### src/rtl/bitop_pkg.sv
package bitop_pkg;
  localparam int unsigned DATA_W = 8;
  localparam int unsigned SEL_W  = 3;
  localparam int unsigned IDX_W  = $clog2(DATA_W);
  localparam int unsigned FLG_W  = 4;

  localparam logic [SEL_W-1:0] SEL_MEM = 3'd6;

  localparam int unsigned FLG_Z = 3;
  localparam int unsigned FLG_N = 2;
  localparam int unsigned FLG_H = 1;
  localparam int unsigned FLG_C = 0;

  typedef enum logic [1:0] {
    CLS_ROT  = 2'd0,
    CLS_TEST = 2'd1,
    CLS_CLR  = 2'd2,
    CLS_SET  = 2'd3
  } op_cls_e;

  typedef struct packed {
    op_cls_e          cls;
    logic [IDX_W-1:0] idx;
    logic [SEL_W-1:0] sel;
  } op_dec_t;

  typedef enum logic [2:0] {
    ST_IDLE,
    ST_EXEC,
    ST_MRD,
    ST_MOP,
    ST_FIN
  } state_e;
endpackage

### src/rtl/bitop_decode.sv
module bitop_decode
  import bitop_pkg::*;
(
  input  logic [DATA_W-1:0] opcode_i,
  output op_dec_t           dec_o,
  output logic              is_mem_o,
  output logic              is_wr_o,
  output logic              is_bad_o
);
  assign dec_o    = op_dec_t'(opcode_i);
  assign is_mem_o = (dec_o.sel == SEL_MEM);
  assign is_wr_o  = (dec_o.cls == CLS_CLR) || (dec_o.cls == CLS_SET);
  assign is_bad_o = (dec_o.cls == CLS_ROT);
endmodule

### src/rtl/bitop_alu.sv
module bitop_alu
  import bitop_pkg::*;
(
  input  op_cls_e           cls_i,
  input  logic [IDX_W-1:0]  idx_i,
  input  logic [DATA_W-1:0] opnd_i,
  input  logic [FLG_W-1:0]  flags_i,
  output logic [DATA_W-1:0] result_o,
  output logic [FLG_W-1:0]  flags_o
);
  logic [DATA_W-1:0] mask;

  for (genvar b = 0; b < DATA_W; b++) begin : g_mask
    assign mask[b] = (idx_i == IDX_W'(b));
  end

  always_comb begin
    unique case (cls_i)
      CLS_CLR: result_o = opnd_i & ~mask;
      CLS_SET: result_o = opnd_i | mask;
      default: result_o = opnd_i;
    endcase
  end

  always_comb begin
    flags_o = flags_i;
    if (cls_i == CLS_TEST) begin
      flags_o[FLG_Z] = ~|(opnd_i & mask);
      flags_o[FLG_N] = 1'b0;
      flags_o[FLG_H] = 1'b1;
    end
  end
endmodule

### src/rtl/bitop_ctrl.sv
module bitop_ctrl
  import bitop_pkg::*;
(
  input  logic clk_i,
  input  logic rst_ni,
  input  logic start_i,
  input  logic is_mem_i,
  input  logic is_bad_i,
  input  logic is_wr_i,
  output logic idle_o,
  output logic ld_o,
  output logic exec_o,
  output logic mrd_o,
  output logic mop_o,
  output logic done_o
);
  state_e state_q, state_d;

  always_comb begin
    state_d = state_q;
    unique case (state_q)
      ST_IDLE: if (start_i) state_d = (is_mem_i && !is_bad_i) ? ST_MRD : ST_EXEC;
      ST_EXEC: state_d = ST_IDLE;
      ST_MRD:  state_d = ST_MOP;
      ST_MOP:  state_d = is_wr_i ? ST_FIN : ST_IDLE;
      ST_FIN:  state_d = ST_IDLE;
      default: state_d = ST_IDLE;
    endcase
  end

  always_ff @(posedge clk_i or negedge rst_ni) begin
    if (!rst_ni) state_q <= ST_IDLE;
    else         state_q <= state_d;
  end

  assign idle_o = (state_q == ST_IDLE);
  assign ld_o   = idle_o && start_i;
  assign exec_o = (state_q == ST_EXEC);
  assign mrd_o  = (state_q == ST_MRD);
  assign mop_o  = (state_q == ST_MOP);
  assign done_o = exec_o || (mop_o && !is_wr_i) || (state_q == ST_FIN);

  AST_DONE_ONE_CYCLE: assert property (@(posedge clk_i) disable iff (!rst_ni)
    done_o |=> !done_o);
  AST_RD_THEN_OP: assert property (@(posedge clk_i) disable iff (!rst_ni)
    mrd_o |=> mop_o);
endmodule

### src/rtl/bitop_unit.sv
module bitop_unit
  import bitop_pkg::*;
#(
  parameter int unsigned ADDR_W = 16
) (
  input  logic              clk_i,
  input  logic              rst_ni,
  input  logic              start_i,
  input  logic [7:0]        opcode_i,
  input  logic [ADDR_W-1:0] hl_i,
  output logic [2:0]        rf_rsel_o,
  input  logic [7:0]        rf_rdata_i,
  output logic              rf_we_o,
  output logic [2:0]        rf_wsel_o,
  output logic [7:0]        rf_wdata_o,
  output logic [ADDR_W-1:0] mem_addr_o,
  output logic              mem_re_o,
  input  logic [7:0]        mem_rdata_i,
  output logic              mem_we_o,
  output logic [7:0]        mem_wdata_o,
  input  logic [3:0]        flags_i,
  output logic [3:0]        flags_o,
  output logic              flag_we_o,
  output logic              done_o,
  output logic              err_o
);
  logic [DATA_W-1:0] op_q, op_cur, opnd, result;
  logic [ADDR_W-1:0] hl_q;
  op_dec_t           dec;
  logic              is_mem, is_wr, is_bad;
  logic              idle, ld, exec, mrd, mop, done;

  // decode the live byte while idle, the captured byte otherwise
  assign op_cur = idle ? opcode_i : op_q;

  bitop_decode u_dec (
    .opcode_i (op_cur),
    .dec_o    (dec),
    .is_mem_o (is_mem),
    .is_wr_o  (is_wr),
    .is_bad_o (is_bad)
  );

  bitop_ctrl u_ctrl (
    .clk_i    (clk_i),
    .rst_ni   (rst_ni),
    .start_i  (start_i),
    .is_mem_i (is_mem),
    .is_bad_i (is_bad),
    .is_wr_i  (is_wr),
    .idle_o   (idle),
    .ld_o     (ld),
    .exec_o   (exec),
    .mrd_o    (mrd),
    .mop_o    (mop),
    .done_o   (done)
  );

  always_ff @(posedge clk_i or negedge rst_ni) begin
    if (!rst_ni) begin
      op_q <= '0;
      hl_q <= '0;
    end else if (ld) begin
      op_q <= opcode_i;
      hl_q <= hl_i;
    end
  end

  assign opnd = mop ? mem_rdata_i : rf_rdata_i;

  bitop_alu u_alu (
    .cls_i    (dec.cls),
    .idx_i    (dec.idx),
    .opnd_i   (opnd),
    .flags_i  (flags_i),
    .result_o (result),
    .flags_o  (flags_o)
  );

  assign rf_rsel_o   = dec.sel;
  assign rf_wsel_o   = dec.sel;
  assign rf_wdata_o  = result;
  assign rf_we_o     = exec && is_wr;
  assign mem_addr_o  = hl_q;
  assign mem_re_o    = mrd;
  assign mem_we_o    = mop && is_wr;
  assign mem_wdata_o = result;
  assign flag_we_o   = (exec || mop) && (dec.cls == CLS_TEST);
  assign done_o      = done;
  assign err_o       = done && is_bad;

  AST_WB_REG_ONLY: assert property (@(posedge clk_i) disable iff (!rst_ni)
    rf_we_o |-> (rf_wsel_o != SEL_MEM));
  AST_TEST_FLAGS: assert property (@(posedge clk_i) disable iff (!rst_ni)
    flag_we_o |-> (!flags_o[FLG_N] && flags_o[FLG_H] && (flags_o[FLG_C] == flags_i[FLG_C])));
  AST_TEST_NO_WB: assert property (@(posedge clk_i) disable iff (!rst_ni)
    flag_we_o |-> (!rf_we_o && !mem_we_o));
  AST_WR_KEEPS_FLAGS: assert property (@(posedge clk_i) disable iff (!rst_ni)
    (rf_we_o || mem_we_o) |-> (!flag_we_o && (flags_o == flags_i)));
  AST_MEM_WR_AFTER_RD: assert property (@(posedge clk_i) disable iff (!rst_ni)
    mem_we_o |-> $past(mem_re_o));
  AST_MEM_ADDR_HELD: assert property (@(posedge clk_i) disable iff (!rst_ni)
    mem_we_o |-> $stable(mem_addr_o));
  AST_DONE_AFTER_WR: assert property (@(posedge clk_i) disable iff (!rst_ni)
    mem_we_o |=> done_o);
  AST_ONE_ACCESS: assert property (@(posedge clk_i) disable iff (!rst_ni)
    $onehot0({rf_we_o, mem_re_o, mem_we_o}));
  AST_ERR_CLEAN: assert property (@(posedge clk_i) disable iff (!rst_ni)
    err_o |-> !(rf_we_o || mem_re_o || mem_we_o || flag_we_o));
endmodule

### config.mk
export PLATFORM = sky130hd
export DESIGN_NAME = bitop_unit
export DESIGN_NICKNAME = d
export VERILOG_FILES = /design/src/rtl/bitop_pkg.sv /design/src/rtl/bitop_decode.sv /design/src/rtl/bitop_alu.sv /design/src/rtl/bitop_ctrl.sv /design/src/rtl/bitop_unit.sv
export SDC_FILE = /design/constraint.sdc
export NUM_CORES = 1
export LEC_CHECK = 0
export ABC_AREA = 1
export ABC_CLOCK_PERIOD_IN_PS = 2490
export BUFFER_PORTS_ARGS = -buffer_cell sky130_fd_sc_hd__buf_2
export CAP_MARGIN = 15
export CORE_MARGIN = 2
export CORE_UTILIZATION = 45
export DETAILED_ROUTE_END_ITERATION = 10
export GPL_TIMING_DRIVEN = 1
export PLACE_DENSITY = 0.85
export RECOVER_POWER = 50
export SLEW_MARGIN = 25
export SYNTH_ARGS = -nofsm -noshare
export SYNTH_HDL_FRONTEND = slang
export SYNTH_SLANG_ARGS = --single-unit
export TNS_END_PERCENT = 30
### constraint.sdc
create_clock -name clk_i -period 2.49 [get_ports clk_i]
set_input_delay 0.498 -clock clk_i [delete_from_list [all_inputs] [get_ports clk_i]]
set_output_delay 0.498 -clock clk_i [all_outputs]
set_load 0.05 [all_outputs]
; ---- After elaboration in Yosys (flattened, before gate mapping)
; Cells that the tools add are included.
[totals]
output_inout_bits = 48
reg_bits = 27
word_cells = 49
input_bits = 47
[classes]
n_mux = 8
bitwise_logic = 4
n_eq_ne = 16
n_reduce_logical = 18
[ops]
columns = operator, count
row1 = "3-bit equality test, second input constant", 6
row2 = 8-bit AND, 2
row3 = 8-bit two-way mux, 2
row4 = 8-bit one-hot mux with 2 select lines, 1
row5 = "3-bit by 2-bit equality test with 1-bit output, second input constant", 4
row6 = 3-bit two-way mux, 3
row7 = 3-bit one-hot mux with 3 select lines, 1
row8 = 8-bit inverter, 1
row9 = 8-bit OR, 1
row10 = 8-bit OR reduction, 1
row11 = 1-bit logical AND, 7
row12 = "3-bit by 1-bit equality test with 1-bit output, second input constant", 2
row13 = 3-bit logical NOT, 2
row14 = "2-bit equality test, second input constant", 2
row15 = 1-bit logical OR, 4
row16 = 1-bit logical NOT, 3
row17 = "2-bit by 1-bit equality test with 1-bit output, second input constant", 1
row18 = 2-bit logical NOT, 1
row19 = 2-bit two-way mux, 1
row20 = "2-bit inequality test, second input constant", 1

; ---- Depth between registers and ports, before layout
[logic_depth]
word_depth = 9
mapped_depth = 12
ltp_nobuf = 9

; ---- Cells and area by module
; From an unflattened synthesis, not the netlist that was laid out.
[hier_totals]
cells_unflattened = 289
area_unflattened_um2 = 1934.4
[by_module_without_submodules]
columns = module, seq_area_each_um2, n_inst, area_each_um2, cells_each
row1 = bitop_unit, 600.6, 1, 1290.0, 175
row2 = bitop_alu, 0.0, 1, 369.1, 73
row3 = bitop_ctrl, 75.1, 1, 197.7, 29
row4 = bitop_decode, 0.0, 1, 77.6, 12

; ---- Worst setup path before layout
; No wires, ideal clock.
[synth_path]
kind = register -> output
from = register u_ctrl.state_q[1]
to = output rf_wdata_o[1]
required_time_ps = 1992
path_buffers = 4
stages_incl_launch_ff = 10
arrival_ps = 2808
path_slack_ps = -816
cell_sequence = dfrtp_1 buf_6 nor2_8 nand2_4 buf_6 buf_6 o21ai_4 nor2_1 o21ai_0 buf_4
[synth_via]
elab_chain_len = 6
word_cells_on_any_way = 11
classes_between = 4 x eq/ne / 3 x mux / 3 x bitwise / 1 x reduce/logical
[synth_lines]
columns = item, line_no
row1 = start: declaration, bitop_ctrl.sv:17  ; state_e state_q, state_d;
row2 = start signal: assignment, bitop_ctrl.sv:33  ; else state_q <= state_d;
row3 = 3-bit logical NOT, bitop_ctrl.sv:36  ; assign idle_o = (state_q == ST_IDLE);
row4 = 8-bit two-way mux, bitop_unit.sv:34  ; assign op_cur = idle ? opcode_i : op_q;
row5 = 3-bit by 1-bit equality test with 1-bit output, bitop_alu.sv:14  ; assign mask[b] = (idx_i == IDX_W'(b));
row6 = 8-bit inverter, bitop_alu.sv:19  ; CLS_CLR: result_o = opnd_i & ~mask;
row7 = 8-bit AND, bitop_alu.sv:19
row8 = 8-bit one-hot mux with 2 select lines *, bitop_alu.sv:18  ; unique case (cls_i)
row9 = end: declaration, bitop_unit.sv:15  ; output logic [7:0] rf_wdata_o,
; Mark *: on every way between the ends. The rest lies on a longest branch, timed or not.

; ---- Worst setup path after layout
[layout_path]
from = register u_ctrl.state_q[1]
to = output flags_o[3]
[layout_via]
elab_chain_len = 7
word_cells_on_any_way = 17
classes_between = 9 x eq/ne / 3 x mux / 1 x bitwise / 4 x reduce/logical
[layout_lines]
columns = item, line_no
row1 = 3-bit logical NOT, bitop_ctrl.sv:36
row2 = 8-bit two-way mux, bitop_unit.sv:34
row3 = 3-bit by 1-bit equality test with 1-bit output (tied with other cells), bitop_alu.sv:14
row4 = 8-bit AND, bitop_alu.sv:28  ; flags_o[FLG_Z] = ~|(opnd_i & mask);
row5 = 8-bit OR reduction, bitop_alu.sv:28
row6 = 1-bit logical NOT, bitop_alu.sv:28
row7 = 3-bit two-way mux *, bitop_alu.sv:27  ; if (cls_i == CLS_TEST) begin
row8 = end: declaration, bitop_unit.sv:22  ; output logic [3:0] flags_o,
; Marks and branches as above.

==> impl_metrics.py <==
metrics = {
    "synthesis": {
        "synth_edf_count": 0,
        "netlist.area_leader.share": 0.383,
        "synthSimpleGateAreaFrac": 0.278,
        "syn-num-nets": 260,
        "synth.distinct_cells": 27,
        "yosys_warnings": 0,
        "synth_top_family_by_area": "simple AND/OR/NAND/NOR gates",
        "syn_area_per_cell_um2": 8.29,
        "yosys.area_share.adder": 0,
        "netlist_area_um2": 1770,
        "ys_seq_area_frac": 0.383,
        "synth_area_leaders": "dfrtp_1 (38%), nand2_1 (11%), mux2_2 (11%), nand4_1 (6.4%), buf_4 (5.5%)",
        "synthCells": 213,
        "synthXorXnorAreaFrac": 0,
        "synth_compound_area_frac": 0.105,
        "ys.flop_type": "dfrtp_1",
        "synth-seq-cells": 27,
        "muxShareOfSynthArea": 0.108,
        "synth_top_cell_by_area": "dfrtp_1",
        "synthArstFlopShare": 1.00,
    },
    "floorplanning": {
        "start_util": 0.475,
        "die_w_um": 66.6,
        "dieArea_um2": 4440,
        "core.rowCount": 22,
        "coreArea_um2": 3720,
        "dieHeight_um": 66.6,
        "io_pins": 95,
    },
    "placement": {
        "hpwl_um": 3460,
        "gp_congestion": 0.863,
        "port_buffers": 92,
        "placed_cells": 340,
    },
    "worst_setup_path": {
        "cp_max_fo": 6,
        "cpMostUsedCell": "buf_6",
        "cp.required_ns": 1.99,
        "worstPathCellList": "nor2_8 > nand2_8 > buf_6 > o21ai_4 > buf_6 > nand2_4 > nor2_2 > nand3_1 > nand2_1 > buf_6",
        "critPathSlowestCell": "dfrtp_2",
        "crit_arrival_ns": 2.03,
        "crit_path_max_incr_delay_ns": 0.46,
        "startpoint_type": "flop",
        "critical_path_class": "reg -> out",
        "worstSetupEndpointType": "output port",
    },
    "run_status": {
        "outcome": "complete, but fails checks",
        "violations": "negative setup slack",
    },
    "min_path": {
        "hold_class": "in -> reg",
    },
    "timing": {
        "setup_viol_count_final": 4,
        "slew_headroom": 0.0291,
        "hold_violations": 0,
        "timing.final.crit_share": 1.02,
        "rsz0062_at_grt": "true",
        "finalClockSkew_ns": 0.00326,
        "slew_violations": 0,
        "tightest_slew_ns": 1.46,
        "max_freq_mhz": 395,
        "finalCriticalPeriod_ns": 2.53,
        "layout_setup_ws_ns": -0.0385,
    },
    "drt": {
        "routed_wl_um": 5760,
        "drt_iter0_drc": 227,
        "wl_per_cell_um": 15.7,
        "drc_errors": 0,
        "num_vias": 2015,
        "via_per_inst": 5.51,
        "first_pass_iters": 5,
        "antenna_left": 0,
    },
    "layout": {
        "ff_latch_area_um2": 678,
        "mostFrequentLayoutCells": "buf_2 (72), nand2_1 (44), buf_4 (26), dfrtp_1 (25), buf_6 (21)",
        "n_antenna_cell": 0,
        "multi_input_area_um2": 1030,
        "fill_cells": 285,
        "final_common_cell": "buf_2",
        "area_delta_synth_final_pct": 52.6,
        "final_cells": 366,
        "layout-drive-gt1-share": 0.572,
        "fin_nets": 366,
    },
    "clock_network": {
        "path_clk_slew_ns": 0.09,
        "cts_tree": "yes",
        "cts_root_buf": "clkbuf_8",
        "clock-sinks": 27,
        "cts_made_buffers": 3,
        "worstSkewPairLatency_ns": 0.27,
        "cts.path.max_buffers": 2,
        "cts_hold_buffers": 0,
        "htreeDepth": 1,
    },
    "global_routing": {
        "grt_overflow_total": 0,
        "grt_start_max_net_pins": 31,
        "grt_first_pass_wirelength_um": 7840,
        "grt_use_total": 0.228,
        "grt_pass1_vias": 1783,
        "antenna_found_initial": 0,
    },
    "job": {
        "drv_cap": 0,
    },
}
-- routing by layer --
| layer | global-route usage | vias to the layer above | share of wire |
|---|---|---|---|
| met5 | 0 | - | 0 |
| met3 | 0.0405 | 31 | 0.069 |
| met2 | 0.406 | 130 | 0.51 |
| met1 | 0.267 | 941 | 0.37 |
| met4 | 0.0944 | 0 | 0.052 |
| li1 | - | 913 | - |
-- logic make-up (layout without fill, tap and decap cells) --
logic type             after synthesis  after routing
multiplexers                        17             17
buffers and inverters               39            143
AND/OR/NAND/NOR                    102            103
AO/OA/AOI/OAI                       28             28
flip-flops                          27             27
-- synthesized netlist by cell type, drive strengths merged, types with 3 or more instances --
cell type,number
nand2,55
mux2,17
or2,4
nor2,13
a21oi,3
buf,20
dfrtp,27
o21ai,23
nand4,18
nand3,10
inv,18
-- worst paths after layout --
check | startpoint | slack [ns] | endpoint | cells after the start
worst min-delay path | hl_i[4] | 0.45 | mem_addr_o[4] | 2
max in group asynchronous | rst_ni | 0.98 | u_ctrl.state_q[1] | 1
worst min register to register | mem_addr_o[4] | 0.51 | mem_addr_o[4] | 1
worst max register to register | u_ctrl.state_q[1] | 0.69 | u_ctrl.state_q[0] | 10
worst max-delay path | u_ctrl.state_q[1] | -0.04 | flags_o[3] | 10
min in group asynchronous | rst_ni | 0.56 | mem_addr_o[13] | 1
-- per-stage QoR --
stage	setup slack [ns]	utilization	area, um2	hold WS, ns	setup TNS [ns]
2_1_floorplan	-0.152	-	1800	0.202	-0.605
3_3_place_gp	0.108	0.600	2230	0.468	0
3_5_place_dp	0.0310	0.600	2230	0.482	0
4_1_cts	0.00187	0.653	2420	0.235	0
5_1_grt	-0.115	0.725	2690	0.451	-1.42
6_report	-0.0385	0.725	2690	0.452	-0.0788
-- worst max-delay path: cells and delay by family (launching register included) --
kind	cells	cell delay (ns)
compound gates	1	0.24
buf+inv	3	0.45
flops	1	0.46
simple gates	6	0.59
-- area by class of cell --
class | instances | share of cell area
tap | 48 | 0.0223
sequential | 27 | 0.252
multi-input combinational | 148 | 0.383
clock buffer | 4 | 0.0167
inverter | 18 | 0.0283
timing repair buffer | 121 | 0.298
-- flip-flops by register name, indices dropped and copies added (netlist names) --
register        flops
mem_addr_o         16
op_q                8
u_ctrl.state_q      3
-- what timing repair did --
item / CTS / global route
setup endpoints to repair: 20 / 19
cloned: 1 / 0
pin swaps: 4 / 14
setup buffers: 6 / 15
resized for setup: 35 / 38
Power is left out: the tool's default activity adds up to more than one toggle a clock period on the data nets, which glitch-free logic cannot reach.
